## src/rtl/dtb_pkg.sv

```systemverilog
package dtb_pkg;
    localparam int CODE_W    = 8;
    localparam int TICK_W    = 10;
    localparam int NUM_LANES = 2;
    localparam int LANE_RISE = 0;
    localparam int LANE_FALL = 1;
    localparam logic [TICK_W-1:0] MAX_TICKS = TICK_W'(1008);

    typedef logic [CODE_W-1:0] code_t;
    typedef logic [TICK_W-1:0] tick_t;

    typedef struct packed {
        logic  ref_seen;
        tick_t cnt;
        logic  main;
        logic  comp;
    } chan_st_t;
endpackage

```

## src/rtl/dtb_decode.sv

```systemverilog
module dtb_decode
    import dtb_pkg::*;
(
    input  code_t code_i,
    output tick_t ticks_o
);
    tick_t mant6;
    tick_t mant5;

    always_comb begin
        mant6 = {{(TICK_W-7){1'b0}}, 1'b1, code_i[5:0]};
        mant5 = {{(TICK_W-6){1'b0}}, 1'b1, code_i[4:0]};
        unique casez (code_i[CODE_W-1 -: 3])
            3'b0??:  ticks_o = {{(TICK_W-7){1'b0}}, code_i[6:0]};
            3'b10?:  ticks_o = mant6 << 1;
            3'b110:  ticks_o = mant5 << 3;
            default: ticks_o = mant5 << 4;
        endcase
    end
endmodule

```

## src/rtl/dtb_shadow.sv

```systemverilog
module dtb_shadow
    import dtb_pkg::*;
(
    input  logic  clk_i,
    input  logic  rst_ni,
    input  code_t code_i,
    input  logic  preload_en_i,
    input  logic  update_i,
    output code_t code_eff_o
);
    code_t act_d, act_q;

    always_comb begin
        act_d = act_q;
        if (!preload_en_i || update_i) begin
            act_d = code_i;
        end
        code_eff_o = preload_en_i ? act_q : code_i;
    end

    always_ff @(posedge clk_i or negedge rst_ni) begin
        if (!rst_ni) act_q <= '0;
        else         act_q <= act_d;
    end


    shadow_hold_chk: assert property (@(posedge clk_i) disable iff (!rst_ni)
        (preload_en_i && !update_i) |=> (act_q == $past(act_q)));
endmodule

```

## src/rtl/dtb_channel.sv

```systemverilog
module dtb_channel
    import dtb_pkg::*;
(
    input  logic  clk_i,
    input  logic  rst_ni,
    input  logic  ref_i,
    input  tick_t rise_ticks_i,
    input  tick_t fall_ticks_i,
    output logic  main_o,
    output logic  comp_o
);
    chan_st_t s_d, s_q;
    logic     edge_seen;

    always_comb begin
        s_d       = s_q;
        s_d.ref_seen = ref_i;
        edge_seen = (ref_i != s_q.ref_seen);
        if (edge_seen) begin
            if (ref_i) begin
                s_d.comp = 1'b0;
                s_d.cnt  = rise_ticks_i;
                s_d.main = (rise_ticks_i == '0);
            end else begin
                s_d.main = 1'b0;
                s_d.cnt  = fall_ticks_i;
                s_d.comp = (fall_ticks_i == '0);
            end
        end else if (s_q.cnt > tick_t'(1)) begin
            s_d.cnt = s_q.cnt - tick_t'(1);
        end else begin
            s_d.cnt  = '0;
            s_d.main = s_q.ref_seen;
            s_d.comp = !s_q.ref_seen;
        end
    end

    always_ff @(posedge clk_i or negedge rst_ni) begin
        if (!rst_ni) s_q <= '0;
        else         s_q <= s_d;
    end

    assign main_o = s_q.main;
    assign comp_o = s_q.comp;


    no_overlap_chk: assert property (@(posedge clk_i) disable iff (!rst_ni)
        !(main_o && comp_o));


    edge_cut_chk: assert property (@(posedge clk_i) disable iff (!rst_ni)
        (ref_i && !s_q.ref_seen) |=> !comp_o);


    main_follows_ref_chk: assert property (@(posedge clk_i) disable iff (!rst_ni)
        main_o |-> s_q.ref_seen);


    dt_hold_chk: assert property (@(posedge clk_i) disable iff (!rst_ni)
        (s_q.cnt > tick_t'(1) && ref_i == s_q.ref_seen) |=> ($stable(main_o) && $stable(comp_o)));


    cnt_range_chk: assert property (@(posedge clk_i) disable iff (!rst_ni)
        s_q.cnt <= MAX_TICKS);
endmodule

```

## src/rtl/dtb_deadband.sv

```systemverilog
module dtb_deadband
    import dtb_pkg::*;
(
    input  logic       clk_i,
    input  logic       rst_ni,
    input  logic       ref_i,
    input  logic [7:0] dt_rise_i,
    input  logic [7:0] dt_fall_i,
    input  logic       asym_en_i,
    input  logic       preload_en_i,
    input  logic       update_i,
    output logic       out_main_o,
    output logic       out_comp_o
);
    code_t code_in  [NUM_LANES];
    code_t code_eff [NUM_LANES];
    tick_t ticks    [NUM_LANES];
    tick_t fall_sel;

    assign code_in[LANE_RISE] = dt_rise_i;
    assign code_in[LANE_FALL] = dt_fall_i;

    for (genvar g = 0; g < NUM_LANES; g++) begin : g_lane
        dtb_shadow u_shadow (
            .clk_i        (clk_i),
            .rst_ni       (rst_ni),
            .code_i       (code_in[g]),
            .preload_en_i (preload_en_i),
            .update_i     (update_i),
            .code_eff_o   (code_eff[g])
        );
        dtb_decode u_decode (
            .code_i  (code_eff[g]),
            .ticks_o (ticks[g])
        );
    end

    assign fall_sel = asym_en_i ? ticks[LANE_FALL] : ticks[LANE_RISE];

    dtb_channel u_channel (
        .clk_i        (clk_i),
        .rst_ni       (rst_ni),
        .ref_i        (ref_i),
        .rise_ticks_i (ticks[LANE_RISE]),
        .fall_ticks_i (fall_sel),
        .main_o       (out_main_o),
        .comp_o       (out_comp_o)
    );


    reset_low_chk: assert property (@(posedge clk_i)
        !rst_ni |=> (!out_main_o && !out_comp_o) || rst_ni);
endmodule

```

## config.mk

```make
export PLATFORM = sky130hd
export DESIGN_NAME = dtb_deadband
export DESIGN_NICKNAME = d
export VERILOG_FILES = /design/src/rtl/dtb_pkg.sv /design/src/rtl/dtb_decode.sv /design/src/rtl/dtb_shadow.sv /design/src/rtl/dtb_channel.sv /design/src/rtl/dtb_deadband.sv
export SDC_FILE = /design/constraint.sdc
export NUM_CORES = 1
export LEC_CHECK = 0
export ABC_AREA = 1
export BUFFER_PORTS_ARGS = -buffer_cell sky130_fd_sc_hd__buf_2
export CAP_MARGIN = 20
export CORE_AREA = 8 8 73 75
export DETAILED_ROUTE_END_ITERATION = 12
export DIE_AREA = 0 0 81 83
export PLACE_DENSITY = 0.76
export SYNTH_ARGS = -nofsm -noshare
export SYNTH_HDL_FRONTEND = slang
export SYNTH_SLANG_ARGS = --single-unit
export TNS_END_PERCENT = 1
```

## constraint.sdc

```tcl
create_clock -name clk_i -period 2.02 [get_ports clk_i]
set_clock_uncertainty 0.15 [all_clocks]
set_input_delay 0.404 -clock clk_i [delete_from_list [all_inputs] [get_ports clk_i]]
set_output_delay 0.404 -clock clk_i [all_outputs]
set_load 0.05 [all_outputs]
```

==> reports/qor.yml, run 1 <==
run_status:
  status: "finished with violations"
  violations: "hold timing"
drt:
  ant_nets: 0
  dr.first_iter.drc_count: 151
  drcViolationCount: 0
  vias: 2249
  dr.pass1.iters: 4
  wl_um: 5528
  wire_per_inst_um: 12.54
  viasPerCell: 5.100
global_route:
  grt_util_all_layers: 0.1830
  grt_pass1_vias: 2210
  gr-total-overflow: 0
  antenna_found_initial: 0
  grt_start_max_net_pins: 30
  grt_pass1_wl_um: 9929
pwr:
  p_per_area_nw_per_um2: 723.0
  p_leak_nw: 1.415
  p_total_mw: 1.899
  irDropWorstVdd_uv: 355.3
timing:
  clock.fmax_mhz: 551.9
  rsz0062_at_grt: "false"
  whs_ns: -0.01285
  drv_slew: 0
  setup-violations-final: 0
  fin_ws_ns: 0.2081
  period_minus_slack_ns: 1.812
  relSlewSlack: 0.5717
  fin_crit_sh: 0.8970
  worst_pin_slew_ns: 0.6425
  setup_tns_ns: 0
  final_hold_viol_count: 15
clocking:
  ctsHoldBuffers: 0
  clockBufferDepth: 2
  cts_max_level: 2
  cts_resized: 0
  numCtsBuffers: 5
  cts_tree: "yes"
  clock-sinks: 29
  post-cts-setup-buffer-count: 0
  clkTransAtPathRegs_ns: 0.07
  clock_latency_ns: 0.28
  cts-root-buf: "clkbuf_8"
placed_design:
  place_area_um2: 2511
  hpwl_um: 4376
  gp_congestion: 0.9311
  place_inst: 433
  pre_cts_ws_ns: -0.02534
  portBuffers: 23
setup_path:
  worstPathArrival_ns: 1.82
  crit_type: "flop to flop"
  end_kind: "flop"
  worst_setup_path_start_kind: "flop"
  path_max_fanout: 10
  required_ns: 2.03
final_layout:
  register_area_um2: 725.7
  n_fill_cell: 399
  syn_to_final_growth_pct: 13.15
  final_util: 0.6247
  multiInputGateArea_um2: 1364
  nets: 412
  drive_above_1_share: 0.1851
  antenna_cells: 0
  finalNonFillerCells: 441
  final_area_um2: 2626
run:
  maxCapViolCount: 0
yosys:
  synth_cell_types: 30
  seq_area_frac_synth: 0.3127
  ys_warn_count: 0
  yosys.area.top_type: "dfrtp_1"
  netlist_area_um2: 2321
  syn_area_per_cell_um2: 6.447
  netlist_instances: 360
  synth_area_leaders: "dfrtp_1 (31%), nand2_1 (20%), nand3_1 (8.2%)"
  synth_nets: 384
  ys_seq_elements: 29
  post-synth-top-area-fraction: 0.3127
floorplan:
  ioPinCount: 24
  die_y_um: 83
  row_count: 24
  core-area_um2: 4204
  initial_core_util: 0.5521
  dieArea_um2: 6723
  fp.dieW_um: 81
hold_path:
  hold_path_class: "primary input to async pin"
synth_stat cells, drive strengths merged:
library cell	instances
nand2	137
inv	44
nand3	38
nor2	33
dfrtp	29
o21ai	27
a21oi	8
buf	7
mux2	7
o22ai	6
xor2	6
clkbuf	5
nor3	4
ha	2
nand4	2
a31oi	1
nor4	1
o211ai	1
or2	1
xnor2	1
cells by family after synthesis:
group	count (synthesis)	share of synthesized area
buffers and inverters	56	0.1057
AOI/OAI and AO/OA	43	0.1024
DFF	29	0.3127
and+or+nand+nor	216	0.4081
xor gates and xnor gates	7	0.02642
adders and majority gates	2	0.01078
muxes	7	0.03396
routing by layer:
metal	vias to the layer above	track usage	wire length, um
li1	1197	-	-
met1	974	0.2330	2571
met2	63	0.2847	2562
met3	15	0.03987	256
met4	0	0.08293	138
met5	-	0	0
report_power, final:
part	leakage [nW]	internal [mW]	switching [mW]
sequential	0.348	0.664	0.0500
combinational	1.01	0.234	0.415
clock	0.0542	0.308	0.229
total	1.41	1.20	0.694
final timing paths:
path / start / to / slack, ns / cells past startpoint
worst max register to register: u_channel.s_q[2]$_DFF_PN0_ / u_channel.s_q[8]$_DFF_PN0_ / 0.21 / 8
worst min-delay path: rst_ni / g_lane[1].u_shadow.act_q[6]$_DFFE_PN0P_ / -0.01 / 1
min in group clk_i: dt_rise_i[6] / g_lane[0].u_shadow.act_q[6]$_DFFE_PN0P_ / 0.20 / 3
worst max-delay path: u_channel.s_q[2]$_DFF_PN0_ / u_channel.s_q[8]$_DFF_PN0_ / 0.21 / 8
max in group asynchronous: rst_ni / u_channel.s_q[2]$_DFF_PN0_ / 1.30 / 1
worst min register to register: g_lane[0].u_shadow.act_q[1]$_DFFE_PN0P_ / g_lane[0].u_shadow.act_q[1]$_DFFE_PN0P_ / 0.36 / 1
sequential cells by signal (all words and copies together), names as in the netlist:
signal                 cells
u_channel.main_o           1
u_channel.comp_o           1
u_channel.s_q             11
g_lane.u_shadow.act_q     16
final cells by class:
type	instances	area share
Inverter	44	0.06384
Timing Repair Buffer	33	0.07718
Tap cell	52	0.02477
Clock inverter	1	0.001906
Sequential cell	29	0.2763
Clock buffer	7	0.03668
Multi-Input combinational cell	275	0.5193
worst max-delay path, stage by stage (launching register included):
cell and delay, ns:
dfrtp_1 0.42, inv_1 0.08, ha_1 0.19, nor2_1 0.09
nor4_2 0.33, nor2_2 0.08, inv_1 0.09, buf_4 0.16
o21ai_0 0.10
placed cells by master, fill, tap and decap left out, types with 2 or more instances in the layout:
cell type | netlist | routed
mux2_2 | 7 | 7
nor2_2 | 2 | 3
o21ai_0 | 24 | 24
dfrtp_1 | 29 | 29
o21ai_2 | 2 | 2
buf_4 | 2 | 9
nor2_1 | 30 | 29
nor3_1 | 4 | 3
nand3_1 | 38 | 38
nand2_2 | 9 | 9
nand2_4 | 4 | 4
o22ai_1 | 6 | 6
buf_2 | 2 | 23
nand4_1 | 2 | 2
inv_1 | 43 | 43
nand2_1 | 124 | 124
clkbuf_8 | 0 | 7
ha_1 | 2 | 2
a21oi_1 | 7 | 7
xor2_1 | 6 | 6
Power figures use the tool's default switching activity.
==> inputs of run 2 (changes only) <==
- ABC_AREA: 1 -> unset
- CORE_AREA: 8 8 73 75 -> 8 8 71 73
- DIE_AREA: 0 0 81 83 -> 0 0 79 81
==> run 2 against run 1 <==
Effect of this change:
- highest routed layer unchanged
- global-route usage shrank 0.40 points
- via count shrank 10%
- sequential cell count is the same
- worst setup slack lost 0.12 ns
- wire length grew 1.8%
- non-clock buffer count grew 30
- cell count shrank 24%
- total power grew 5.9%
- design area grew 2.9%
- core utilization grew 6.6 points
- the run still ends with hold timing left
- critical path depth is the same
==> reports/qor.yml, run 2 <==
clocking:
  numCtsBuffers: 5  # unchanged
  clkTransAtPathRegs_ns: 0.06  # was 0.07 ns
  clockBufferDepth: 2  # unchanged
  cts-root-buf: "clkbuf_8"  # unchanged
  clock_latency_ns: 0.28  # about the same
  post-cts-setup-buffer-count: 0  # unchanged
  cts_tree: "yes"  # unchanged
  ctsHoldBuffers: 0  # unchanged
  clock-sinks: 29  # unchanged
  cts_max_level: 2  # unchanged
floorplan:
  fp.dieW_um: 79  # was 81 um
  core-area_um2: 3914  # was 4204 um^2
  row_count: 23  # was 24
  die_y_um: 81  # was 83 um
  initial_core_util: 0.5566  # was 0.5521
  ioPinCount: 24  # unchanged
  dieArea_um2: 6399  # was 6723 um^2
final_layout:
  finalNonFillerCells: 337  # was 441
  reg.largest.list: "g_lane.u_shadow.act_q (16), u_channel.s_q (11)"  # unchanged
  largest_reg_flops: 16  # unchanged
  syn_to_final_growth_pct: 24.07  # was 13.15%
  n_fill_cell: 327  # was 399
  antenna_cells: 0  # unchanged
  register_area_um2: 725.7  # unchanged
  final_cell_mix: "buf_4 (40), dfrtp_1 (29), mux2_2 (23)"  # was nand2_1 (124), inv_1 (43), nand3_1 (38)
  multiInputGateArea_um2: 1391  # was 1364 um^2
  nets: 310  # was 412
  top_register: "g_lane.u_shadow.act_q"  # unchanged
  drive_above_1_share: 0.3937  # was 0.1851
  final_area_um2: 2703  # was 2626 um^2
  layout_commonest_cell: "buf_4"  # was nand2_1
global_route:
  gr-total-overflow: 0  # unchanged
  grt_pass1_vias: 2016  # was 2,210
  grt_util_all_layers: 0.1790  # was 0.1830
  antenna_found_initial: 0  # unchanged
  grt_pass1_wl_um: 9080  # was 9929 um
  grt_start_max_net_pins: 30  # unchanged
timing:
  clock.fmax_mhz: 518.4  # was 551.9 MHz
  relSlewSlack: 0.5694  # was 0.5717
  fin_ws_ns: 0.09098  # was 0.2081 ns
  drv_slew: 0  # unchanged
  fin_crit_sh: 0.9550  # was 0.8970
  final_hold_viol_count: 15  # unchanged
  rsz0062_at_grt: "true"  # was false
  period_minus_slack_ns: 1.929  # was 1.812 ns
  setup-violations-final: 0  # unchanged
  whs_ns: -0.007378  # was -0.01285 ns
  worst_pin_slew_ns: 0.6459  # was 0.6425 ns
  setup_tns_ns: 0  # unchanged
setup_path:
  reg2reg_setup_slack_ns: 0.09  # was 0.21 ns
  worst_setup_path_start_kind: "primary input"  # was flop
  required_ns: 2.07  # was 2.03 ns
  r2r_start: "g_lane[1].u_shadow.act_q[5]$_DFFE_PN0P_"  # was u_channel.s_q[2]$_DFF_PN0_
  crit_type: "primary input to flop"  # was flop to flop
  worst-path-stages: 8  # unchanged
  worstPathArrival_ns: 1.97  # was 1.82 ns
  r2r_end: "u_channel.s_q[5]$_DFF_PN0_"  # was u_channel.s_q[8]$_DFF_PN0_
  cp-startpoint: "preload_en_i"  # was u_channel.s_q[2]$_DFF_PN0_
  slowest_stage: "mux2_2"  # was dfrtp_1
  crit_buf_inv: 2  # was 3
  end_kind: "flop"  # unchanged
  path_max_fanout: 20  # was 10
  endpoint: "u_channel.comp_o$_DFFE_PN0P_"  # was u_channel.s_q[8]$_DFF_PN0_
  max_stage_delay_ns: 0.41  # was 0.42 ns
  worstPathCellList: "buf_6, buf_4, mux2_2, nand2_1, o211ai_1, a211oi_2, nand4b_1, o31ai_2"  # was inv_1, ha_1, nor2_1, nor4_2, nor2_2, inv_1, buf_4, o21ai_0
  r2r_cells: 6  # was 8
  cp_top_family: "compound AO/OA/AOI/OAI gates"  # was simple AND/OR/NAND/NOR gates
pwr:
  irDropWorstVdd_uv: 535.2  # was 355.3 uV
  p_per_area_nw_per_um2: 743.9  # was 723.0 nW/um^2
  p_leak_nw: 1.174  # was 1.415 nW
placed_design:
  hpwl_um: 4308  # was 4376 um
  place_area_um2: 2584  # was 2511 um^2
  place_inst: 329  # was 433
  portBuffers: 23  # unchanged
  pre_cts_ws_ns: -0.4531  # was -0.02534 ns
  gp_congestion: 0.9402  # was 0.9311
yosys:
  yosys.area.top_type: "dfrtp_1"  # unchanged
  syn_area_per_cell_um2: 9.596  # was 6.447 um^2
  ys_seq_elements: 29  # unchanged
  synth_nets: 251  # was 384
  synthFlopType: "dfrtp_1"  # unchanged
  yosysMostFrequentCell: "dfrtp_1"  # was nand2_1
  seq_area_frac_synth: 0.3331  # was 0.3127
  post-synth-top-area-fraction: 0.3331  # was 0.3127
  synthArstFlopShare: 1.000  # unchanged
  synth_cell_types: 55  # was 30
  synth_area_leaders: "dfrtp_1 (33%), mux2_2 (12%), mux2i_1 (5.1%)"  # was dfrtp_1 (31%), nand2_1 (20%), nand3_1 (8.2%)
  ys_warn_count: 0  # unchanged
  synth_edf_count: 0  # unchanged
  netlist_area_um2: 2178  # was 2321 um^2
  netlist_instances: 227  # was 360
  synth_top_cells_by_count: "dfrtp_1 (29), mux2_2 (23), nand2_1 (20), nor2_1 (14), o21ai_0 (13)"  # was nand2_1 (124), inv_1 (43), nand3_1 (38), nor2_1 (30), dfrtp_1 (29)
drt:
  ant_nets: 0  # unchanged
  vias: 2019  # was 2,249
  wl_um: 5630  # was 5528 um
  wire_per_inst_um: 16.71  # was 12.54 um
  dr.pass1.iters: 4  # unchanged
  viasPerCell: 5.991  # was 5.100
  drcViolationCount: 0  # unchanged
  dr.first_iter.drc_count: 98  # was 151
run_status:
  violations: "hold timing"  # unchanged
  status: "finished with violations"  # unchanged
run:
  maxCapViolCount: 0  # unchanged
hold_path:
  hold_path_class: "primary input to async pin"  # unchanged
## run 2: changes by cell type after synthesis, moves of 4 or more
cell      previous run  this run
nand2_2              9         0
mux2i_1              0        11
inv_1               43         5
nor2_1              30        14
nand2_1            124        20
nand3_1             38         6
nand2_4              4         0
nor2b_1              0         4
o211ai_1             1         5
mux2_2               7        23
o21ai_0             24        13
## run 2: worst register-to-register path: stages, from the launching register on
cell	delay, ns
dfrtp_1	0.42
mux2_2	0.35
nor3_2	0.20
nor3b_1	0.08
o32a_1	0.34
o21ai_2	0.17
a221o_1	0.16
## run 2: how the worst min path moves through the flow
| stage | depth (start not counted) | end | startpoint |
|---|---|---|---|
| 5_1_grt | 1 | g_lane[1].u_shadow.act_q[1]$_DFFE_PN0P_ | rst_ni |
| 3_3_place_gp | 1 | g_lane[1].u_shadow.act_q[6]$_DFFE_PN0P_ | rst_ni |
| 6_report | 1 | g_lane[1].u_shadow.act_q[1]$_DFFE_PN0P_ | rst_ni |
| 2_1_floorplan | 0 | g_lane[0].u_shadow.act_q[0]$_DFFE_PN0P_ | rst_ni |
| 3_5_place_dp | 1 | g_lane[1].u_shadow.act_q[1]$_DFFE_PN0P_ | rst_ni |
| 4_1_cts | 1 | g_lane[1].u_shadow.act_q[1]$_DFFE_PN0P_ | rst_ni |
## run 2: routing by layer
layer	share of wire	routed length, um	track usage	up-vias
li1	-	-	-	977
met1	0.42	2391	0.2009	984
met2	0.51	2881	0.3196	48
met3	0.048	272	0.04525	10
met4	0.015	86	0.06852	0
met5	0	0	0	-
## run 2: area by class of cell
type / instances / area share
repair buffers: 63 / 0.1560
clock inverters: 2 / 0.003704
inverters: 5 / 0.006944
well taps: 50 / 0.02315
clock buffers: 6 / 0.02685
multi-input cells: 182 / 0.5148
flip-flops and latches: 29 / 0.2685
## run 2: logic make-up after synthesis
group / after synthesis / synth area share
compound gates: 61 / 0.2016
flops: 29 / 0.3331
xor+xnor: 7 / 0.02815
simple gates: 72 / 0.1689
buf+inv: 16 / 0.04365
mux: 40 / 0.2131
fa+ha+maj: 2 / 0.01149
## run 2: stage by stage
step	total power, mW	utilization
final	2.010	0.6905
after global routing	2.130	0.6905
after CTS	1.988	0.6829
after detailed placement	1.523	0.6602
after global placement	1.497	0.6602
after floorplan	1.252	-
## run 2: repair_timing
item,4_1_cts,5_1_grt
setup endpoints to repair,7,6
pin swaps,0,2
cloned,0,0
resized for setup,2,6
## run 2: where the power goes
group	internal [mW]	switching, mW
registers	0.682	0.0955
clock network	0.238	0.219
logic	0.370	0.406
total	1.29	0.721
==> inputs of run 3 (changes only) <==
- BUFFER_PORTS_ARGS: -buffer_cell sky130_fd_sc_hd__buf_2 -> unset
- CORE_AREA: 8 8 71 73 -> 2 2 65 67
- DIE_AREA: 0 0 79 81 -> 0 0 67 69
- DONT_BUFFER_PORTS: unset -> 1
- PLACE_DENSITY: 0.76 -> 0.71
==> run 3 against run 2 <==
Effect of this change:
- die area down 28%
- fmax fell by 1.7%
- critical path type is now flop to flop
- total power down 0.57%
- sequential cell count did not move
- via count shrank 13%
- design area down 8.7%
- non-clock buffer count decreased by 46
- largest power group unchanged
- the run now ends clean
- wire length is 14% lower
- sequential share of layout area rose by 2.6 points
==> reports/qor.yml, run 3 (same netlist as run 2, synthesis figures left out) <==
final_layout:
  reg.largest.list: "g_lane.u_shadow.act_q (16), u_channel.s_q (11)"  # unchanged
  layout_commonest_cell: "dfrtp_1"  # was buf_4
  antenna_cells: 0  # unchanged
  final_cell_mix: "dfrtp_1 (29), mux2_2 (23), nand2_1 (20)"  # was buf_4 (40), dfrtp_1 (29), mux2_2 (23)
  finalNonFillerCells: 291  # was 337
  nets: 264  # was 310
  top_register: "g_lane.u_shadow.act_q"  # unchanged
  final_util: 0.6301  # was 0.6905
  drive_above_1_share: 0.2739  # was 0.3937
  largest_reg_flops: 16  # unchanged
  syn_to_final_growth_pct: 13.21  # was 24.07%
timing:
  setup-violations-final: 0  # unchanged
  drv_slew: 0  # unchanged
  relSlewSlack: 0.6374  # was 0.5694
  fin_ws_ns: 0.05728  # was 0.09098 ns
  clock.fmax_mhz: 509.5  # was 518.4 MHz
  worst_pin_slew_ns: 0.5428  # was 0.6459 ns
  fin_crit_sh: 0.9716  # was 0.9550
  period_minus_slack_ns: 1.963  # was 1.929 ns
  rsz0062_at_grt: "true"  # unchanged
  final_hold_viol_count: 0  # was 15
floorplan:
  die_y_um: 69  # was 81 um
  core-area_um2: 3914  # unchanged
  row_count: 23  # unchanged
  initial_core_util: 0.5566  # unchanged
  dieArea_um2: 4623  # was 6399 um^2
  fp.dieW_um: 67  # was 79 um
  ioPinCount: 24  # unchanged
setup_path:
  cp-startpoint: "u_channel.s_q[8]$_DFF_PN0_"  # was preload_en_i
  crit_buf_inv: 0  # was 2
  end_kind: "flop"  # unchanged
  cp_top_family: "simple AND/OR/NAND/NOR gates"  # was compound AO/OA/AOI/OAI gates
  r2r_cells: 6  # unchanged
  r2r_start: "u_channel.s_q[8]$_DFF_PN0_"  # was g_lane[1].u_shadow.act_q[5]$_DFFE_PN0P_
  worstPathCellList: "or4_4, nor2_4, a211oi_4, a211oi_2, nand4b_1, o31ai_2"  # was buf_6, buf_4, mux2_2, nand2_1, o211ai_1, a211oi_2, nand4b_1, o31ai_2
  crit_type: "flop to flop"  # was primary input to flop
  path_max_fanout: 5  # was 20
  max_stage_delay_ns: 0.58  # was 0.41 ns
  reg2reg_setup_slack_ns: 0.06  # was 0.09 ns
  required_ns: 2.07  # about the same
  worst_setup_path_start_kind: "flop"  # was primary input
  slowest_stage: "or4_4"  # was mux2_2
  endpoint: "u_channel.comp_o$_DFFE_PN0P_"  # unchanged
  r2r_end: "u_channel.comp_o$_DFFE_PN0P_"  # was u_channel.s_q[5]$_DFF_PN0_
  worst-path-stages: 6  # was 8
  worstPathArrival_ns: 2.01  # was 1.97 ns
hold_path:
  hp-start: "dt_rise_i[6]"
  hold_path_class: "primary input to flop"  # was primary input to async pin
placed_design:
  hpwl_um: 3574  # was 4308 um
  place_inst: 280  # was 329
  gp_congestion: 0.9877  # was 0.9402
  pre_cts_ws_ns: -0.03011  # was -0.4531 ns
  portBuffers: 0  # was 23
pwr:
  power_switching_uw: 688.6  # was 720.5 uW
  p_leak_nw: 0.9826  # was 1.174 nW
  irDropWorstVdd_uv: 433.1  # was 535.2 uV
  p_comb_frac: 0.333  # was 0.386
  p_per_area_nw_per_um2: 810.6  # was 743.9 nW/um^2
  sequentialPowerShare: 0.406  # was 0.387
  p_int_mw: 1.310  # was 1.290 mW
  p_total_mw: 1.999  # was 2.010 mW
  switching_share: 0.3445  # was 0.3584
  pwr-share-clk: 0.261  # was 0.227
clocking:
  clock_latency_ns: 0.28  # about the same
  cts_max_level: 2  # unchanged
  clock-sinks: 29  # unchanged
  post-cts-setup-buffer-count: 0  # unchanged
  numCtsBuffers: 5  # unchanged
  clkTransAtPathRegs_ns: 0.06  # about the same
  clockBufferDepth: 2  # unchanged
  cts_tree: "yes"  # unchanged
  cts-root-buf: "clkbuf_8"  # unchanged
drt:
  drcViolationCount: 0  # unchanged
  ant_nets: 0  # unchanged
  dr.first_iter.drc_count: 73  # was 98
  vias: 1763  # was 2,019
  wire_per_inst_um: 16.71  # about the same
  viasPerCell: 6.058  # was 5.991
  dr.pass1.iters: 4  # unchanged
  wl_um: 4864  # was 5630 um
run_status:
  status: "complete, no violations"  # was finished with violations
global_route:
  grt_util_all_layers: 0.2311  # was 0.1790
  grt_pass1_vias: 1771  # was 2,016
  antenna_found_initial: 0  # unchanged
  grt_pass1_wl_um: 8259  # was 9080 um
  gr-total-overflow: 0  # unchanged
  grt_start_max_net_pins: 35  # was 30
run:
  maxCapViolCount: 0  # unchanged
[run 3: per-layer routing]
layer | GRT usage | vias to the layer above | share of wire
met3 | 0.06199 | 9 | 0.053
li1 | - | 884 | -
met1 | 0.3151 | 828 | 0.46
met5 | 0 | - | 0
met2 | 0.3410 | 42 | 0.47
met4 | 0.09977 | 0 | 0.023
[run 3: area by class of cell]
class                      count  area, um^2
fill                         361        1448
multi-input combinational    182        1413
sequential                    29       725.7
timing repair buffer          17       145.1
clock buffer                   7       96.34
tap                           50       62.56
inverter                       5       18.77
clock inverter                 1       5.005
[run 3: timing repair]
| item | CTS | global route |
|---|---|---|
| hold endpoints to repair | 30 | 0 |
| endpoints found under the setup margin | 1 | 4 |
| gates resized for setup | 2 | 7 |
| gates cloned | 0 | 0 |
| pin swaps | 0 | 1 |
| hold buffers | 3 | 0 |
[run 3: worst min path at each step]
stage / endpoint / slack, ns / cells after the start
floorplan: g_lane[0].u_shadow.act_q[0]$_DFFE_PN0P_ / -0.04 / 0
global placement: g_lane[1].u_shadow.act_q[1]$_DFFE_PN0P_ / -0.04 / 0
detailed placement: g_lane[1].u_shadow.act_q[6]$_DFFE_PN0P_ / -0.04 / 0
CTS: g_lane[0].u_shadow.act_q[2]$_DFFE_PN0P_ / 0.11 / 1
global route: g_lane[0].u_shadow.act_q[2]$_DFFE_PN0P_ / 0.10 / 1
finish: g_lane[0].u_shadow.act_q[6]$_DFFE_PN0P_ / 0.12 / 1
[run 3: power groups by stage]
| stage | clock, mW | sequential (mW) | combinational (mW) |
|---|---|---|---|
| after floorplan | 0 | 0.789 | 0.462 |
| final | 0.523 | 0.811 | 0.666 |
| after global routing | 0.560 | 0.824 | 0.734 |
| after detailed placement | 0 | 0.800 | 0.593 |
| after CTS | 0.536 | 0.790 | 0.626 |
| after global placement | 0 | 0.797 | 0.589 |
[run 3: stage by stage]
stage	setup TNS, ns	area (um^2)	hold slack, ns
floorplan	-0.02031	2182	-0.04159
global placement	0	2273	-0.04110
detailed placement	-0.03011	2273	-0.04114
CTS	0	2422	0.1125
global route	-0.02900	2466	0.1041
finish	0	2466	0.1171
